[config.mk]
export PLATFORM = sky130hd
export DESIGN_NAME = pov_scan_sequencer
export DESIGN_NICKNAME = d
export VERILOG_FILES = /design/src/rtl/pov_scan_sequencer.sv
export SDC_FILE = /design/constraint.sdc
export NUM_CORES = 1
export LEC_CHECK = 0
export CORE_ASPECT_RATIO = 1.75
export CORE_MARGIN = 2
export CORE_UTILIZATION = 49
export DETAILED_ROUTE_END_ITERATION = 12
export GPL_TIMING_DRIVEN = 1
export PLACE_DENSITY = 0.8
export SLEW_MARGIN = 20
export SYNTH_ARGS = -nofsm -noshare
export SYNTH_HDL_FRONTEND = slang
export SYNTH_SLANG_ARGS = --single-unit
[constraint.sdc]
create_clock -name clk -period 5.64 [get_ports clk]
set_input_delay 1.128 -clock clk [delete_from_list [all_inputs] [get_ports clk]]
set_output_delay 1.128 -clock clk [all_outputs]
set_load 0.005 [all_outputs]
[src/rtl/pov_scan_sequencer.sv]
module pov_scan_sequencer #(
  parameter int SLOTS  = 128,
  parameter int ROWS   = 32,
  parameter int COLORS = 3,
  parameter int BITS   = 16,
  parameter int CFG_W  = 16,
  parameter logic [CFG_W-1:0] CFG_WORD = CFG_W'(32'h0000_C3A5),
  parameter int DIV_W  = 8,
  parameter int PER_W  = 22
) (
  input  logic                       clk,
  input  logic                       rst_n,
  input  logic                       rot_ref,
  input  logic [DIV_W-1:0]           sclk_half,
  input  logic [DIV_W-1:0]           gclk_half,
  output logic [$clog2(SLOTS)-1:0]   angle,
  output logic [$clog2(ROWS)-1:0]    row,
  output logic [$clog2(COLORS)-1:0]  colour,
  output logic [$clog2(BITS)-1:0]    bit_idx,
  output logic                       sclk,
  output logic                       lat,
  output logic                       gclk,
  output logic                       cfg_mode,
  output logic                       cfg_sdo,
  output logic                       gs_busy
);
  localparam int ANG_W = $clog2(SLOTS);
  localparam int ROW_W = $clog2(ROWS);
  localparam int COL_W = $clog2(COLORS);
  localparam int BIT_W = $clog2(BITS);
  localparam int CFG_CW = $clog2(CFG_W);
  localparam int LEN_W = PER_W + 1 - ANG_W;

  typedef enum logic [2:0] {S_CFG, S_CFG_LAT, S_IDLE, S_SHIFT, S_LAT} state_t;
  state_t state;

  logic [DIV_W-1:0] hcnt;
  logic             phase;
  wire div_on   = (state != S_IDLE);
  wire half_end = (hcnt >= sclk_half);
  wire per_end  = div_on && phase && half_end;

  always_ff @(posedge clk or negedge rst_n)
    if (!rst_n) begin
      hcnt  <= '0;
      phase <= 1'b0;
    end else if (!div_on) begin
      hcnt  <= '0;
      phase <= 1'b0;
    end else if (half_end) begin
      hcnt  <= '0;
      phase <= ~phase;
    end else begin
      hcnt  <= hcnt + 1'b1;
    end

  assign sclk     = phase && (state == S_CFG || state == S_SHIFT);
  assign lat      = (state == S_CFG_LAT) || (state == S_LAT);
  assign cfg_mode = (state == S_CFG) || (state == S_CFG_LAT);
  assign gs_busy  = (state == S_SHIFT) || (state == S_LAT);

  logic [DIV_W-1:0] gcnt;
  always_ff @(posedge clk or negedge rst_n)
    if (!rst_n) begin
      gcnt <= '0;
      gclk <= 1'b0;
    end else if (cfg_mode) begin
      gcnt <= '0;
      gclk <= 1'b0;
    end else if (gcnt >= gclk_half) begin
      gcnt <= '0;
      gclk <= ~gclk;
    end else begin
      gcnt <= gcnt + 1'b1;
    end

  logic             rot_q, have_ref, slot_go;
  logic [PER_W-1:0] per_cnt;
  logic [LEN_W-1:0] slot_len, slot_t;
  wire rot_edge = rot_ref & ~rot_q;

  always_ff @(posedge clk or negedge rst_n)
    if (!rst_n) begin
      rot_q    <= 1'b0;
      have_ref <= 1'b0;
      slot_go  <= 1'b0;
      per_cnt  <= '0;
      slot_len <= '0;
      slot_t   <= '0;
      angle    <= '0;
    end else begin
      rot_q   <= rot_ref;
      slot_go <= 1'b0;
      if (per_cnt != '1) per_cnt <= per_cnt + 1'b1;
      if (rot_edge) begin
        per_cnt  <= '0;
        slot_t   <= '0;
        angle    <= '0;
        have_ref <= 1'b1;
        if (have_ref) begin
          slot_len <= LEN_W'(({1'b0, per_cnt} + 1'b1) >> ANG_W);
          slot_go  <= 1'b1;
        end
      end else if (slot_len != '0) begin
        if (slot_t == slot_len - 1'b1) begin
          slot_t <= '0;
          if (angle != ANG_W'(SLOTS - 1)) begin
            angle   <= angle + 1'b1;
            slot_go <= 1'b1;
          end
        end else begin
          slot_t <= slot_t + 1'b1;
        end
      end
    end

  logic [CFG_W-1:0]  cfg_sr;
  logic [CFG_CW-1:0] cfg_cnt;
  assign cfg_sdo = cfg_sr[CFG_W-1];

  always_ff @(posedge clk or negedge rst_n)
    if (!rst_n) begin
      state   <= S_CFG;
      cfg_sr  <= CFG_WORD;
      cfg_cnt <= '0;
      row     <= '0;
      colour  <= '0;
      bit_idx <= BIT_W'(BITS - 1);
    end else begin
      case (state)
        S_CFG:
          if (per_end) begin
            cfg_sr <= {cfg_sr[CFG_W-2:0], 1'b0};
            if (cfg_cnt == CFG_CW'(CFG_W - 1)) state <= S_CFG_LAT;
            else cfg_cnt <= cfg_cnt + 1'b1;
          end
        S_CFG_LAT:
          if (per_end) state <= S_IDLE;
        S_IDLE:
          if (slot_go) state <= S_SHIFT;
        S_SHIFT:
          if (per_end) begin
            if (bit_idx != '0) begin
              bit_idx <= bit_idx - 1'b1;
            end else begin
              bit_idx <= BIT_W'(BITS - 1);
              if (colour != COL_W'(COLORS - 1)) begin
                colour <= colour + 1'b1;
              end else begin
                colour <= '0;
                state  <= S_LAT;
              end
            end
          end
        S_LAT:
          if (per_end) begin
            if (row == ROW_W'(ROWS - 1)) begin
              row   <= '0;
              state <= S_IDLE;
            end else begin
              row   <= row + 1'b1;
              state <= S_SHIFT;
            end
          end
        default: state <= S_IDLE;
      endcase
    end

  a_r2_gclk_quiet: assert property (@(posedge clk) disable iff (!rst_n)
    cfg_mode |-> !gclk);
  a_r4_angle_zero: assert property (@(posedge clk) disable iff (!rst_n)
    rot_edge |=> angle == '0);
  a_r4_angle_step: assert property (@(posedge clk) disable iff (!rst_n)
    !rot_edge |=> (angle == $past(angle) || angle == $past(angle) + 1'b1));
  a_r6_in_range: assert property (@(posedge clk) disable iff (!rst_n)
    int'(row) < ROWS && int'(colour) < COLORS && int'(bit_idx) < BITS);
  a_r7_lat_no_sclk: assert property (@(posedge clk) disable iff (!rst_n)
    lat |-> !sclk);
  a_r9_stable_high: assert property (@(posedge clk) disable iff (!rst_n)
    !$stable({row, colour, bit_idx}) |-> !sclk);
endmodule

# After elaboration in Yosys (flattened, before gate mapping)
# Index checks and enable logic that the tools add are counted.
totals:
  ff_bits: 116
  latch_bits: 0
  ram_bits: 0
  rom_bits: 0
  output_inout_bits: 24
  wordCells: 114
  mem_count: 0
op_classes:
  add_sub_neg: 11
  n_mul: 0
  div: 0
  order_cmp: 2
  n_eq_ne: 20
  n_shift: 0
  n_mux: 35
  bitwise: 6
  reduce_logical: 23
ops:
  columns: ["op", "n"]
  rows:
  - ["two-way mux 16 bit", 3]
  - ["two-way mux 22 bit", 2]
  - ["two-way mux 8 bit", 4]
  - ["two-way mux 7 bit", 4]
  - ["two-way mux 3 bit", 8]
  - ["adder 22 x 1 -> 23 bit, second input constant", 1]
  - ["adder 22 x 1 -> 22 bit, second input constant", 1]
  - ["inequality test 22 bit, second input constant", 1]
  - ["adder 16 x 1 -> 16 bit, second input constant", 1]
  - ["adder 8 x 1 -> 8 bit, second input constant", 2]
  - ["== test 16 bit", 1]
  - [">= comparator 8 bit", 2]
  - ["inequality test 2 bit, second input constant", 8]
  - ["nonzero test 16 bit", 1]
  - ["subtractor 16 x 1 -> 16 bit, second input constant", 1]
  - ["one-hot mux 3 bit (5 select lines)", 1]
  - ["two-way mux 1 bit", 10]
  - ["nonzero test 2 bit", 5]
  - ["AND reduction 3 bit", 3]
  - ["AND reduction 2 bit", 4]
  - ["AND reduction 8 bit", 1]
  - ["adder 7 x 1 -> 7 bit, second input constant", 1]
  - ["inequality test 7 bit, second input constant", 1]
  - ["== test 3 x 2 -> 1 bit, second input constant", 2]
  - ["19 further kinds", 29]

# Depth between registers and ports, before layout
logic_depth:
  word_depth: 5
  mapped_depth: 11
  ltp_nobuf: 10

# Least setup slack after synthesis
# OpenSTA, ideal clock, no wires.
synth_path:
  path_type: "flip-flop to flip-flop"
  from: "reg slot_len[3]"
  to: "reg angle[5]"
  setup_time_ps: 78
  t_arrival_ps: 3214
  required_ps: 5562
  path_slack_ps: 2349
  path_stages_with_launch: 9
  period_less_slack_ps: 3291
  cell_sequence: "dfrtp_1 > buf_6 > or4_4 > or4_4 > or3_1 > a221o_1 > or4_1 > or3_1 > a21oi_1"
synth_via:
  elab_chain_len: 4
  word_cells_on_any_way: 6
synth_lines:
  columns: ["element", "line", "source"]
  rows:
  - ["start: declaration", "79", "logic [LEN_W-1:0] slot_len, slot_t;"]
  - ["start signal: assignment", "101", "slot_len <= LEN_W'(({1'b0, per_cnt} + 1'b1) >> ANG_W);"]
  - ["subtractor 16 x 1 -> 16 bit", "105", "if (slot_t == slot_len - 1'b1) begin"]
  - ["== test 16 bit", "105", null]
  - ["nonzero test 2 bit (no source line)", null, null]
  - ["AND reduction 3 bit (no source line) *", null, null]
  - ["end signal: assignment", "108", "angle <= angle + 1'b1;"]
  - ["end: declaration", "16", "output logic [$clog2(SLOTS)-1:0] angle,"]
# Every way passes the cells marked *; elsewhere a longest branch is shown, timed or not.
# A chain may end at the register's enable or synchronous reset.

# Worst setup path in the final report
layout_path:
  from: "reg slot_len[3]"
  to: "reg slot_t[10]"
layout_via:
  elab_chain_len: 5
  word_cells_on_any_way: 7
layout_lines:
  columns: ["element", "line", "source"]
  rows:
  - ["subtractor 16 x 1 -> 16 bit", "105", null]
  - ["== test 16 bit", "105", null]
  - ["two-way mux 16 bit", "105", null]
  - ["two-way mux 16 bit", "104", "end else if (slot_len != '0) begin"]
  - ["two-way mux 16 bit", "95", "if (rot_edge) begin"]
  - ["end signal: assignment", "112", "slot_t <= slot_t + 1'b1;"]
  - ["end: declaration", "79", null]
# Several ways; a longest one is shown, not always the timed one. The select of a mux whose other input is x is not followed.

==> metrics.txt <==
initial antenna violation count 0; DP HPWL 9920 um; Rel. slew slack between 40% and 50%; Area Overhead vs Synth 18.4%; Die Wd around 89 um; max-slew violations 0; # diodes 0; worst endpoint required time approximately 5900 ps; #FFs+latches synth 116; final instance area 7390 um^2; fin crit period 3650 ps; global placer's final weighted congestion around 0.95; Reg clk slew, reported paths approximately 60 ps; clk root buf clkbuf_16; Fin. Hold Viols 0; Setup-failing EPs final 0; r2r endpoint slot_t[10]; Worst setup EP type flop; drt initial violations between 200 and 250; deepest clock path buffer count 2; drc violations 0; WL per Instance roughly 16 um; predominant post-synthesis flop cell dfrtp_1; Power Total roughly 2.5 mW; clk_lat worst skew between 400 and 500 ps; hold_buf cts 0; row count 54; cell area after synthesis 6250 um^2; ys async rst share 100%; H-Tree Depth 4; CP delay by family, top simple AND/OR/NAND/NOR gates; CTS resizes 0; status finished clean; YS warnings 0; Final Cycle Share between 60% and 70%; sequential element share of the synthesized area a little under half; Placement Cell Area ~6800 um^2; die height roughly 150 um; Initial Utilization 50.2%; GRT Residual Overflow 0; clk_skew roughly 12 ps; worst vdd ir approximately 250 uV; final WL ~14000 um; Pwr Density ~330 nW/um^2; number of synthesized flops with an enable pin 0; Worst Path Arrival 3940 ps; worst r2r src slot_len[3]; CP dominant cell by count or4_4; clock sink total 116; crit path cell chain or4_4, or4_4, or3_1, a221o_1, o21ai_1, nor2_1, a22o_1; largest net degree at the start of global routing 65; Pleak between 3 and 4 nW; CTS tree done; GRT Overall Usage about a fifth; Worst setup SP type flop; synth top area cells dfrtp_1, xor2_1, ha_1; RSZ-0062 raised after global routing false; cells after synthesis ~650; area of the die between 10000 and 15000 um^2; CP peak stage delay 600 ps; Synth top area share roughly two fifths; first-pass GRT wire length ~23000 um; R2R depth 7; Netlist cell types 54; Max Freq ~270 MHz; vias between 4k and 5k; post-route antenna net violation count 0; Post-layout nets about 730; I/O Pins between 40 and 50; Min-Delay Path Class reg -> reg; Vias/cell roughly 5.6; Max Cap Violations 0; slowest CP cell or4_4; CP startpoint slot_len[3]; share of layout cells above drive strength 1 roughly a tenth; CP Depth 7; # port buffers 42; vias in the first global route approximately 5.1k; cell accounting for the most synthesized area dfrtp_1; CTS Buf Count 17; Mapped Avg Cell Area between 9 and 10 um^2; area of the multi-input gates roughly 3100 um^2; setup_tns 0 ps; critical path type reg -> reg; number of setup buffers added after CTS 0; critical path fanouts, max 12; Core Area roughly 12000 um^2; R2R setup slack between 1500 and 2000 ps; Buf/Inv on CP 0; DRT Pass-1 Iters 5; crit path to slot_t[10]; register area roughly 2900 um^2; worst-margin pin slew 843 ps; Net Count, Synth 691; Fill cells about 1.0k
[cell usage in the layout, fill, tap and decap left out, types with 4 or more instances in the layout]
cell,n
or3_1,5
nor2b_1,9
a21o_1,5
nand4_1,15
xor2_1,41
ha_1,27
clkbuf_16,17
a21oi_1,22
and3_1,17
mux2_2,22
a22o_1,5
clkdlybuf4s50_1,41
o41ai_1,8
inv_6,5
inv_1,29
o211ai_1,6
nor3b_1,4
nor2_1,66
dfstp_2,12
o21ai_0,42
nor3_1,15
xnor2_1,24
nand3_1,33
dfrtp_1,104
nor4_1,4
inv_8,5
o21ai_1,4
nand2_1,53
nand2b_1,12
[layer usage]
| layer | GRT usage [%] | up-vias | share of wire (%) | routed length [um] |
|---|---|---|---|---|
| met5 | 0 | - | 0 | 0 |
| met4 | 9.38 | 0 | 2.9 | 393 |
| met3 | 4.70 | 30 | 3.0 | 414 |
| met2 | 39.7 | 113 | 57 | 7790 |
| met1 | 21.5 | 2376 | 37 | 5160 |
| li1 | - | 2357 | - | - |
[cell families after synthesis]
family	share of synthesized area, %
simple gates	20.4
flops	46.7
compound gates	10.7
xor+xnor	9.11
buf+inv	3.06
fa+ha+maj	5.57
mux	4.45
[cells in the mapped netlist (2+ instances only)]
master / n
dfrtp_1: 104
nor2_1: 66
nand2_1: 53
o21ai_0: 43
xor2_1: 41
nand3_1: 33
inv_1: 29
ha_1: 27
xnor2_1: 24
a21oi_1: 22
mux2_2: 22
clkbuf_1: 18
and3_1: 17
nand4_1: 15
nor3_1: 15
dfstp_2: 12
nand2b_1: 12
nor2b_1: 9
o41ai_1: 8
o211ai_1: 6
a21o_1: 5
a22o_1: 5
or3_1: 5
nor3b_1: 4
nor4_1: 4
and2_1: 3
mux2i_1: 3
nand4b_1: 3
nor4b_1: 3
o21ai_1: 3
or4_1: 3
a211oi_1: 2
a31oi_1: 2
o21a_1: 2
or2_2: 2
or4_4: 2
[how the worst min path moves through the flow]
stage               cells past startpoint  slack, ps     start        to
floorplan                               1        430  have_ref  have_ref
global placement                        1        460  have_ref  have_ref
detailed placement                      1        470  have_ref  have_ref
CTS                                     1        480  have_ref  have_ref
global route                            1        500  have_ref  have_ref
finish                                  1        480  have_ref  have_ref
[registers in the layout, summed over array words and instances, names as in the netlist]
register and cells:
slot_go 1, colour 2, gclk 1, per_cnt 22, cfg_sr 16, cfg_cnt 4, gcnt 8, bit_idx 4
phase 1, rot_q 1, have_ref 1, slot_t 16, state 3, angle 7, hcnt 8, row 5
slot_len 16
[stage by stage]
| step | setup slack (ps) | instances | util (%) | hold slack, ps |
|---|---|---|---|---|
| 3_5_place_dp | 1730 | 837 | 54.8 | 467 |
| 6_report | 1990 | 869 | 59.5 | 476 |
| 3_3_place_gp | 1870 | 837 | 54.8 | 455 |
| 4_1_cts | 1690 | 869 | 59.5 | 484 |
| 2_1_floorplan | 2350 | 645 | - | 435 |
| 5_1_grt | 1640 | 869 | 59.5 | 498 |
[worst register-to-register path: stages (launching register included)]
cell and delay [ps]:
dfrtp_1 480, or4_4 600, or4_4 560, or3_1 360
a221o_1 380, o21ai_1 600, nor2_1 280, a22o_1 280
[area by class of cell]
type | instances | area share (%)
clock inverters | 15 | 2.18
inverters | 29 | 1.47
well taps | 168 | 2.84
flip-flops and latches | 116 | 39.5
clock buffers | 17 | 5.75
multi-input cells | 480 | 42.4
repair buffers | 44 | 5.86
[report_power, final]
part           internal, mW  leakage [nW]  switching, mW
Combinational         0.188          1.58          0.197
Clock                 0.627         0.281          0.435
Sequential            0.921          1.53         0.0968
Total                  1.74          3.39          0.728
(Power assumes the default switching activity.)
